$ cat config.mk
export PLATFORM = sky130hd
export DESIGN_NAME = rtcal_top
export DESIGN_NICKNAME = d
export VERILOG_FILES = /design/src/rtl/rtcal_pkg.sv /design/src/rtl/rtcal_presc.sv /design/src/rtl/rtcal_hold.sv /design/src/rtl/rtcal_count.sv /design/src/rtl/rtcal_top.sv
export SDC_FILE = /design/constraint.sdc
export NUM_CORES = 1
export LEC_CHECK = 0
export ABC_AREA = 1
export BUFFER_PORTS_ARGS = -buffer_cell sky130_fd_sc_hd__buf_2
export CELL_PAD_IN_SITES_DETAIL_PLACEMENT = 1
export CELL_PAD_IN_SITES_GLOBAL_PLACEMENT = 1
export CORE_ASPECT_RATIO = 1.4
export CORE_UTILIZATION = 51
export DETAILED_ROUTE_END_ITERATION = 10
export PLACE_DENSITY_LB_ADDON = 0.2
export SETUP_SLACK_MARGIN = 0.2
export SYNTH_ARGS = -nofsm -noshare
export SYNTH_HDL_FRONTEND = slang
export SYNTH_SLANG_ARGS = --single-unit
$ cat constraint.sdc
create_clock -name clk -period 6.95 [get_ports clk]
set_clock_uncertainty 0.2 [all_clocks]
set_input_delay 1.39 -clock clk [delete_from_list [all_inputs] [get_ports clk]]
set_output_delay 1.39 -clock clk [all_outputs]
set_load 0.03 [all_outputs]
$ cat src/rtl/rtcal_pkg.sv
package rtcal_pkg;

    localparam int NFIELD = 7;
    localparam int F_SEC  = 0;
    localparam int F_MIN  = 1;
    localparam int F_HOUR = 2;
    localparam int F_WDAY = 3;
    localparam int F_MDAY = 4;
    localparam int F_MON  = 5;
    localparam int F_YEAR = 6;

    localparam logic [3:0] A_CTRL     = 4'd0;
    localparam logic [3:0] A_HOLD     = 4'd1;
    localparam logic [3:0] A_SET_BASE = 4'd2;
    localparam logic [3:0] A_CNT_BASE = 4'd9;

    typedef logic [NFIELD-1:0][7:0] cal_t;

    localparam cal_t CAL_RESET = {8'h00, 8'h01, 8'h01, 8'h00, 8'h00, 8'h00, 8'h00};

    typedef enum logic [1:0] {
        HS_RUN   = 2'd0,
        HS_WAIT1 = 2'd1,
        HS_WAIT2 = 2'd2,
        HS_HELD  = 2'd3
    } hold_state_t;

    function automatic logic [7:0] bcd_inc(input logic [7:0] v);
        if (v[3:0] == 4'd9) return {v[7:4] + 4'd1, 4'd0};
        return {v[7:4], v[3:0] + 4'd1};
    endfunction

    // A BCD year is a multiple of four when an even tens digit meets 0/4/8
    // or an odd tens digit meets 2/6.
    function automatic logic year_is_leap(input logic [7:0] yr);
        if (yr[4] == 1'b0) return (yr[3:0] == 4'd0) || (yr[3:0] == 4'd4) || (yr[3:0] == 4'd8);
        return (yr[3:0] == 4'd2) || (yr[3:0] == 4'd6);
    endfunction

    function automatic logic [7:0] month_len(input logic [7:0] mon, input logic [7:0] yr);
        case (mon)
            8'h02:                      return year_is_leap(yr) ? 8'h29 : 8'h28;
            8'h04, 8'h06, 8'h09, 8'h11: return 8'h30;
            default:                    return 8'h31;
        endcase
    endfunction

endpackage

$ cat src/rtl/rtcal_presc.sv
module rtcal_presc #(
    parameter int TICKS_PER_SEC = 32768
) (
    input  logic clk,
    input  logic rst_n,
    input  logic tick,
    input  logic run,
    input  logic restart,
    output logic sec_step
);
    localparam int PW = (TICKS_PER_SEC > 1) ? $clog2(TICKS_PER_SEC) : 1;
    localparam logic [PW-1:0] LAST = PW'(TICKS_PER_SEC - 1);

    logic [PW-1:0] div_q;

    assign sec_step = tick && run && (div_q == LAST);

    always_ff @(posedge clk or negedge rst_n) begin
        if (!rst_n)              div_q <= '0;
        else if (restart)        div_q <= '0;
        else if (tick && run)    div_q <= (div_q == LAST) ? '0 : div_q + 1'b1;
    end
endmodule

$ cat src/rtl/rtcal_hold.sv
module rtcal_hold
    import rtcal_pkg::*;
(
    input  logic clk,
    input  logic rst_n,
    input  logic tick,
    input  logic hold_set,
    input  logic hold_clr,
    output logic waiting,
    output logic stopped,
    output logic running,
    output logic load_p
);
    hold_state_t st_q, st_d;

    always_comb begin
        st_d = st_q;
        unique case (st_q)
            HS_RUN:   if (hold_set) st_d = HS_WAIT1;
            HS_WAIT1: if (hold_clr) st_d = HS_RUN;
                      else if (tick) st_d = HS_WAIT2;
            HS_WAIT2: if (hold_clr) st_d = HS_RUN;
                      else if (tick) st_d = HS_HELD;
            HS_HELD:  if (hold_clr) st_d = HS_RUN;
        endcase
    end

    always_ff @(posedge clk or negedge rst_n) begin
        if (!rst_n) st_q <= HS_RUN;
        else        st_q <= st_d;
    end

    always_comb begin
        waiting = 1'b1;
        stopped = 1'b0;
        running = 1'b0;
        load_p  = 1'b0;
        unique case (st_q)
            HS_RUN: begin
                waiting = 1'b0;
                running = 1'b1;
            end
            HS_WAIT1, HS_WAIT2: ;
            HS_HELD: begin
                stopped = 1'b1;
                load_p  = hold_clr;
            end
        endcase
    end
endmodule

$ cat src/rtl/rtcal_count.sv
module rtcal_count
    import rtcal_pkg::*;
(
    input  logic clk,
    input  logic rst_n,
    input  logic step,
    input  logic load,
    input  cal_t set_i,
    output cal_t cnt_o
);
    cal_t cnt_q, nxt;

    always_comb begin
        nxt = cnt_q;
        if (cnt_q[F_SEC] != 8'h59) begin
            nxt[F_SEC] = bcd_inc(cnt_q[F_SEC]);
        end else begin
            nxt[F_SEC] = 8'h00;
            if (cnt_q[F_MIN] != 8'h59) begin
                nxt[F_MIN] = bcd_inc(cnt_q[F_MIN]);
            end else begin
                nxt[F_MIN] = 8'h00;
                if (cnt_q[F_HOUR] != 8'h23) begin
                    nxt[F_HOUR] = bcd_inc(cnt_q[F_HOUR]);
                end else begin
                    nxt[F_HOUR] = 8'h00;
                    nxt[F_WDAY] = (cnt_q[F_WDAY] >= 8'h06) ? 8'h00 : bcd_inc(cnt_q[F_WDAY]);
                    if (cnt_q[F_MDAY] < month_len(cnt_q[F_MON], cnt_q[F_YEAR])) begin
                        nxt[F_MDAY] = bcd_inc(cnt_q[F_MDAY]);
                    end else begin
                        nxt[F_MDAY] = 8'h01;
                        if (cnt_q[F_MON] < 8'h12) begin
                            nxt[F_MON] = bcd_inc(cnt_q[F_MON]);
                        end else begin
                            nxt[F_MON]  = 8'h01;
                            nxt[F_YEAR] = (cnt_q[F_YEAR] >= 8'h99) ? 8'h00 : bcd_inc(cnt_q[F_YEAR]);
                        end
                    end
                end
            end
        end
    end

    always_ff @(posedge clk or negedge rst_n) begin
        if (!rst_n)    cnt_q <= CAL_RESET;
        else if (load) cnt_q <= set_i;
        else if (step) cnt_q <= nxt;
    end

    assign cnt_o = cnt_q;
endmodule

$ cat src/rtl/rtcal_top.sv
module rtcal_top
    import rtcal_pkg::*;
#(
    parameter int TICKS_PER_SEC = 32768
) (
    input  logic       clk,
    input  logic       rst_n,
    input  logic       tick_32k,
    input  logic       wr_en,
    input  logic [3:0] addr,
    input  logic [7:0] wdata,
    output logic [7:0] rdata
);
    logic [1:0] ctrl_q;
    cal_t       set_q, cnt_q;
    logic       waiting, stopped, running, load_p, sec_p, run_w;
    logic       hold_set, hold_clr;
    logic [2:0] sidx, cidx;
    logic       is_set_addr, is_cnt_addr;

    assign sidx        = 3'(addr - A_SET_BASE);
    assign cidx        = 3'(addr - A_CNT_BASE);
    assign is_set_addr = (addr >= A_SET_BASE) && (addr < A_CNT_BASE);
    assign is_cnt_addr = (addr >= A_CNT_BASE);
    assign hold_set    = wr_en && (addr == A_HOLD) && wdata[0];
    assign hold_clr    = wr_en && (addr == A_HOLD) && !wdata[0];
    assign run_w       = running && ctrl_q[0];

    always_ff @(posedge clk or negedge rst_n) begin
        if (!rst_n) begin
            ctrl_q <= 2'b00;
            set_q  <= CAL_RESET;
        end else if (wr_en) begin
            if (addr == A_CTRL) ctrl_q <= wdata[1:0];
            if (is_set_addr)    set_q[sidx] <= wdata;
        end
    end

    rtcal_hold u_hold (
        .clk      (clk),
        .rst_n    (rst_n),
        .tick     (tick_32k),
        .hold_set (hold_set),
        .hold_clr (hold_clr),
        .waiting  (waiting),
        .stopped  (stopped),
        .running  (running),
        .load_p   (load_p)
    );

    rtcal_presc #(.TICKS_PER_SEC(TICKS_PER_SEC)) u_presc (
        .clk      (clk),
        .rst_n    (rst_n),
        .tick     (tick_32k),
        .run      (run_w),
        .restart  (load_p),
        .sec_step (sec_p)
    );

    rtcal_count u_count (
        .clk   (clk),
        .rst_n (rst_n),
        .step  (sec_p),
        .load  (load_p),
        .set_i (set_q),
        .cnt_o (cnt_q)
    );

    always_comb begin
        if (addr == A_CTRL)      rdata = {6'b0, ctrl_q};
        else if (addr == A_HOLD) rdata = {6'b0, stopped, waiting};
        else if (is_set_addr)    rdata = set_q[sidx];
        else if (is_cnt_addr)    rdata = cnt_q[cidx];
        else                     rdata = 8'h00;
    end
endmodule

# After elaboration in Yosys (flattened, before gate mapping)
# Cells that the tools add are included.
# W data, S select, Z words.
word_totals:
  ff_bits: 131
  inputBits: 16
  out_inout_bits: 8
classes:
  addsub: 17
  n_lt_le_gt_ge: 10
  n_eq_ne: 38
  n_mux: 99
  n_reduce_logical: 35
ops:
  columns: ["op", "n"]
  rows:
  - ["$mux W8", 32]
  - ["$mux W56", 2]
  - ["$add A4 B1 Y4 const B", 14]
  - ["$bwmux W56", 1]
  - ["$bmux W8 S3", 2]
  - ["$mux W48", 1]
  - ["$mux W1", 46]
  - ["$mux W15", 3]
  - ["$mux W40", 1]
  - ["$eq A4 B4 Y1 const B", 8]
  - ["$mux W32", 1]
  - ["$demux W8 S3", 1]
  - ["$eq A8 B3 Y1 const B", 2]
  - ["$mux W16", 1]
  - ["$ne A8 B7 Y1 const B", 2]
  - ["$pmux W8 S2", 1]
  - ["$add A15 B1 Y15 const B", 1]
  - ["$eq A15 B15 Y1 const B", 1]
  - ["$ne A3 B3 Y1 const B", 5]
  - ["$reduce_and A5 Y1", 3]
  - ["$mux W2", 6]
  - ["$ne A2 B2 Y1 const B", 6]
  - ["$reduce_and A4 Y1", 3]
  - ["$reduce_and A6 Y1", 2]
  - ["34 further kinds", 54]

# Depth between registers and ports, before layout
depth:
  ltp_word: 29
  depth_mapped: 15
  depth_no_buf: 15

# Hierarchy
# A second synthesis with hierarchy kept.
hier_totals:
  cells_unflattened: 1129
  area_unflattened_um2: 8314.2
modules_own_cells:
  columns: ["module", "instances", "cells_per_inst", "area_per_inst_um2"]
  rows:
  - ["rtcal_count", 1, 495, 3751.1]
  - ["rtcal_top", 1, 476, 3480.8]
  - ["rtcal_presc", 1, 132, 924.6]
  - ["rtcal_hold", 1, 26, 157.7]

# Worst setup path after synthesis
# Ideal clock, no wire load.
synth_timing:
  kind: "in2out"
  start: "input addr[0]"
  end: "output rdata[7]"
  arrival_time_ns: 3.768
  required_time_ns: 5.360
  path_slack_ns: 1.592
  stages: 11
  n_path_buf: 4
  path_cell_list: "inv_1 > clkbuf_1 > clkbuf_1 > ha_1 > clkbuf_1 > inv_1 > clkbuf_1 > nand2_1 > o221ai_1 > nand4_1 > a21oi_1"
synth_between:
  elab_chain_len: 7
  elab_cells_between_ends: 16
  classes_between: "add/sub: 2; order compare: 3; eq/ne: 1; mux: 8; reduce/logical: 2"
synth_rtl:
  columns: ["item", "line", "rtl"]
  rows:
  - ["start, declared", "rtcal_top.sv:10", "input logic [3:0] addr,"]
  - ["$sub A3 B1 Y3", "rtcal_top.sv:22", "assign cidx = 3'(addr - A_CNT_BASE);"]
  - ["$bmux W8 S3", "rtcal_top.sv:73", "else if (is_cnt_addr) rdata = cnt_q[cidx];"]
  - ["$mux W8 (not written as such)", "rtcal_top.sv:73", null]
  - ["$mux W8", "rtcal_top.sv:73", null]
  - ["$mux W8", "rtcal_top.sv:72", "else if (is_set_addr) rdata = set_q[sidx];"]
  - ["$mux W8", "rtcal_top.sv:71", "else if (addr == A_HOLD) rdata = {6'b0, stopped, waiting};"]
  - ["$mux W8 *", "rtcal_top.sv:70", "if (addr == A_CTRL) rdata = {6'b0, ctrl_q};"]
  - ["end, declared", "rtcal_top.sv:12", "output logic [7:0] rdata"]
# Mark *: on every way between the ends. The rest lies on a longest branch, timed or not. The select of a mux whose other input is x is not followed.

# Final worst setup path
layout_timing:
  start: "input addr[1]"
  end: "output rdata[1]"
# Same word-level chain as after synthesis.

==> impl_results.md <==
- Post-layout nets: 1,109
- Final Non-Filler Cells: 1,263
- Cells on Worst Hold Path: 2
- Clock buffer count from CTS: 17
- Post-CTS setup buffers: 0
- Standard cell with the maximum stage delay on the critical path: sky130_fd_sc_hd__xnor2_1
- R2R Path End: u_count.cnt_o[50]
- Fraction of final layout cells with drive strength greater than 1: 8.03%
- Status: complete, no violations
- Class of the most critical hold timing path: flip-flop to flip-flop
- FILL cells: 1,930
- Number of DRC violations after detailed-routing iteration 0: 503
- Remaining global-route overflow: 0
- Setup TNS: 0 ns
- Busiest layer in global routing: met2
- Hold_sp: set_q[1]
- Number of synthesized flops with an enable pin: 0
- Antenna violations before repair: 0
- Max-slew violation total from the final report: 0
- Launch point of the worst path: addr[1]
- Clock sink count: 131
- Maximum clock rate: 176 MHz
- Leading cell type in the layout, fill and taps excluded: sky130_fd_sc_hd__nand2_1
- Via count of the routed design: 7,862
- Combined global-route utilization of all metal layers: 37.8%
- Post-detailed-placement cell area: 8230 µm²
- Total Routed Length: 28.6 mm
- Number of antenna-violating nets in the routed design: 0
- Post-synthesis instance area: 7990 µm²
- Setup slack of the worst register-to-register path: 3.74 ns
- Root Driver: sky130_fd_sc_hd__clkbuf_16
- Clk pin slew, worst setup/hold paths: 0.06 ns
- Final critical-path share of the clock period: 81.9%
- Number of library cell types mapped by synthesis: 45
- Sequential element share of the synthesized area: 41.1%
- Fraction of synthesis flops using an asynchronous set or reset pin: 100%
- Crit. End Element: output pin
- Row cnt: 53
- Seq cells post-synth: 131
- Fin crit period: 5.69 ns
- Main synth FF type: sky130_fd_sc_hd__dfrtp_1
- Most frequent cells in the layout: sky130_fd_sc_hd__nand2_1 (248), sky130_fd_sc_hd__o21ai_0 (181), sky130_fd_sc_hd__dfrtp_1 (127), sky130_fd_sc_hd__inv_1 (105), sky130_fd_sc_hd__nor2_1 (65)
- Kind of start point of the critical path: primary input
- Pleak: 4.24 nW
- Die width: 108 µm
- Last weighted congestion value of the routability-driven placer: 0.982
- GRT met2 Usage: 65.3%
- Depth of the worst register-to-register path: 12
- RSZ-0062 raised after global routing: no
- Category of the most critical setup path: primary input to output pin
- Worst relative slew slack: 39.0%
- Number of hold buffers added after CTS: 0
- Total DRC errors in the routed layout: 0
- Arrival time at the worst endpoint: 4.10 ns
- Ant. Diodes: 0
- Actual transition at the worst max-transition pin: 0.915 ns
- Number of nets in the synthesized netlist: 1,097
- Worst-Skew Late Latency: 0.43 ns
- CORE AREA: 15,200 µm²
- Count of boundary I/O pins: 24
- Clock Tree Buf Depth: 2
- Setup Viol. Count Final: 0
- Buffers added on ports: 23
- Vertical extent of the die: 150 µm
- Post-CTS Resized: 0
- Global-route wire length before repair: 45.0 mm
- Area added between synthesis and finish: 9.98%
- Initial DRT Pass Iterations: 5
- Met3 Track Usage GR: 7.84%
- Wire length per cell after detailed routing: 22.7 µm
- Total die area: 16,200 µm²
- Worst Path Required: 5.36 ns
- Mean cell area of the mapped netlist: 7.63 µm²
- Cell count after synthesis: 1,047
- Maximum capacitance violations: 0
- Number of hold violations in the final report: 0
- Buffering stage count on the worst path with inverters included: 4
- Met1 demand-to-capacity share in global routing: 40.9%
- CP cell instances: buf_2 -> inv_1 -> ha_1 -> xnor2_1 -> inv_1 -> a21oi_1 -> nand2_1 -> nand3_1 -> o211ai_1 -> nand2_1 -> buf_2
- Final Instance Area: 8780 µm²
- Highest ir drop seen on vdd: 0.155 mV
- Clock tree from TritonCTS: yes
- Count of H-tree levels built during CTS: 4
- Initial core utilization: 52.6%
- Cell type group with the largest total delay on the critical path: buffers and inverters
- Vias/cell: 6.22
- Cell Count Post-Placement: 1,232
- Number of global-route vias before repair: 8,217
- Largest net degree at the start of global routing: 72
- Endpoint with the worst hold slack: set_q[1]
- Worst stage delay on the critical path: 0.57 ns
- Final HPWL from detailed placement: 20.1 mm
- Top fanout value on the critical path: 18
- Yosys warning count: 0
- Total power per unit cell area: 248 nW/µm²
- Worst R2R Start: u_presc.div_q[0]
## through the flow
step | setup WS [ns] | total power (W) | utilization [%] | hold slack [ns]
CTS | 1.39 | 0.00218 | 57.8 | 0.289
global route | 1.13 | 0.00227 | 57.8 | 0.332
floorplan | 1.59 | 0.00117 | - | 0.253
detailed placement | 1.42 | 0.00132 | 54.2 | 0.273
global placement | 1.57 | 0.00130 | 54.2 | 0.267
finish | 1.26 | 0.00218 | 57.8 | 0.280
## how the worst max path moves through the flow
| stage | end | slack (ns) | cells past startpoint |
|---|---|---|---|
| global placement | rdata[1] | 1.57 | 11 |
| global route | rdata[1] | 1.13 | 11 |
| floorplan | rdata[7] | 1.59 | 11 |
| detailed placement | rdata[1] | 1.42 | 11 |
| CTS | rdata[1] | 1.39 | 11 |
| finish | rdata[1] | 1.26 | 11 |
## state kept, by name, indices dropped and copies added (netlist names)
signal	count
ctrl_q	2
u_hold.st_q	2
u_count.cnt_o	56
set_q	56
u_presc.div_q	15
## metal layers
| metal | vias up | wire [µm] | share of wire, % |
|---|---|---|---|
| li1 | 3556 | - | - |
| met1 | 3886 | 10700 | 37 |
| met2 | 307 | 14300 | 50 |
| met3 | 113 | 1560 | 5.4 |
| met4 | 0 | 2030 | 7.1 |
| met5 | - | 0 | 0 |
## synthesized netlist by cell type (3+ instances only)
cell type                  count  area [µm²]
sky130_fd_sc_hd__nand2_1     248         931
sky130_fd_sc_hd__o21ai_0     181         906
sky130_fd_sc_hd__dfrtp_1     127        3180
sky130_fd_sc_hd__inv_1       105         394
sky130_fd_sc_hd__nor2_1       65         244
sky130_fd_sc_hd__a21oi_1      56         280
sky130_fd_sc_hd__nand3_1      50         250
sky130_fd_sc_hd__ha_1         34         425
sky130_fd_sc_hd__clkbuf_1     26        97.6
sky130_fd_sc_hd__o211ai_1     19         143
sky130_fd_sc_hd__nand4_1      15        93.8
sky130_fd_sc_hd__nor3_1       15        75.1
sky130_fd_sc_hd__xor2_1       13         114
sky130_fd_sc_hd__o22ai_1      10        62.6
sky130_fd_sc_hd__xnor2_1      10        87.6
sky130_fd_sc_hd__o221ai_1      8        70.1
sky130_fd_sc_hd__buf_2         7        35.0
sky130_fd_sc_hd__nand2_4       6        67.6
sky130_fd_sc_hd__a211oi_1      4        30.0
sky130_fd_sc_hd__dfstp_2       4         105
sky130_fd_sc_hd__mux2_2        4        45.0
sky130_fd_sc_hd__o21a_1        4        30.0
sky130_fd_sc_hd__a21boi_0      3        22.5
sky130_fd_sc_hd__nor2_4        3        33.8
sky130_fd_sc_hd__nor4_1        3        18.8
sky130_fd_sc_hd__or2_2         3        18.8
## report_power, final
group | internal, W | switching [W]
Sequential | 0.000867 | 0.000104
Combinational | 0.000110 | 0.000246
Clock | 0.000499 | 0.000356
Total | 0.00148 | 0.000706
## area by class of cell
cell class | instances | area (µm²) | share of cell area (%)
inverters | 106 | 398 | 4.53
repair buffers | 28 | 159 | 1.81
clock buffers | 19 | 443 | 5.04
flip-flops and latches | 131 | 3280 | 37.4
clock inverters | 12 | 110 | 1.25
multi-input cells | 775 | 4150 | 47.3
well taps | 192 | 240 | 2.74
## kinds of logic (layout without fill, tap and decap cells)
group,after synthesis,count (layout),synth area share [%]
compound gates,299,299,20.8
flops,131,131,41.1
mux,4,4,0.564
simple gates,415,415,22.8
buf+inv,141,165,6.92
xor+xnor,23,23,2.52
fa+ha+maj,34,34,5.33
## tightest hold or removal path: cells and delay by family, from the launching register on
| family | cells | cell delay (ns) |
|---|---|---|
| DFF | 1 | 0.34 |
| and+or+nand+nor | 1 | 0.05 |
| AOI/OAI and AO/OA | 1 | 0.05 |
(Power assumes the default switching activity.)
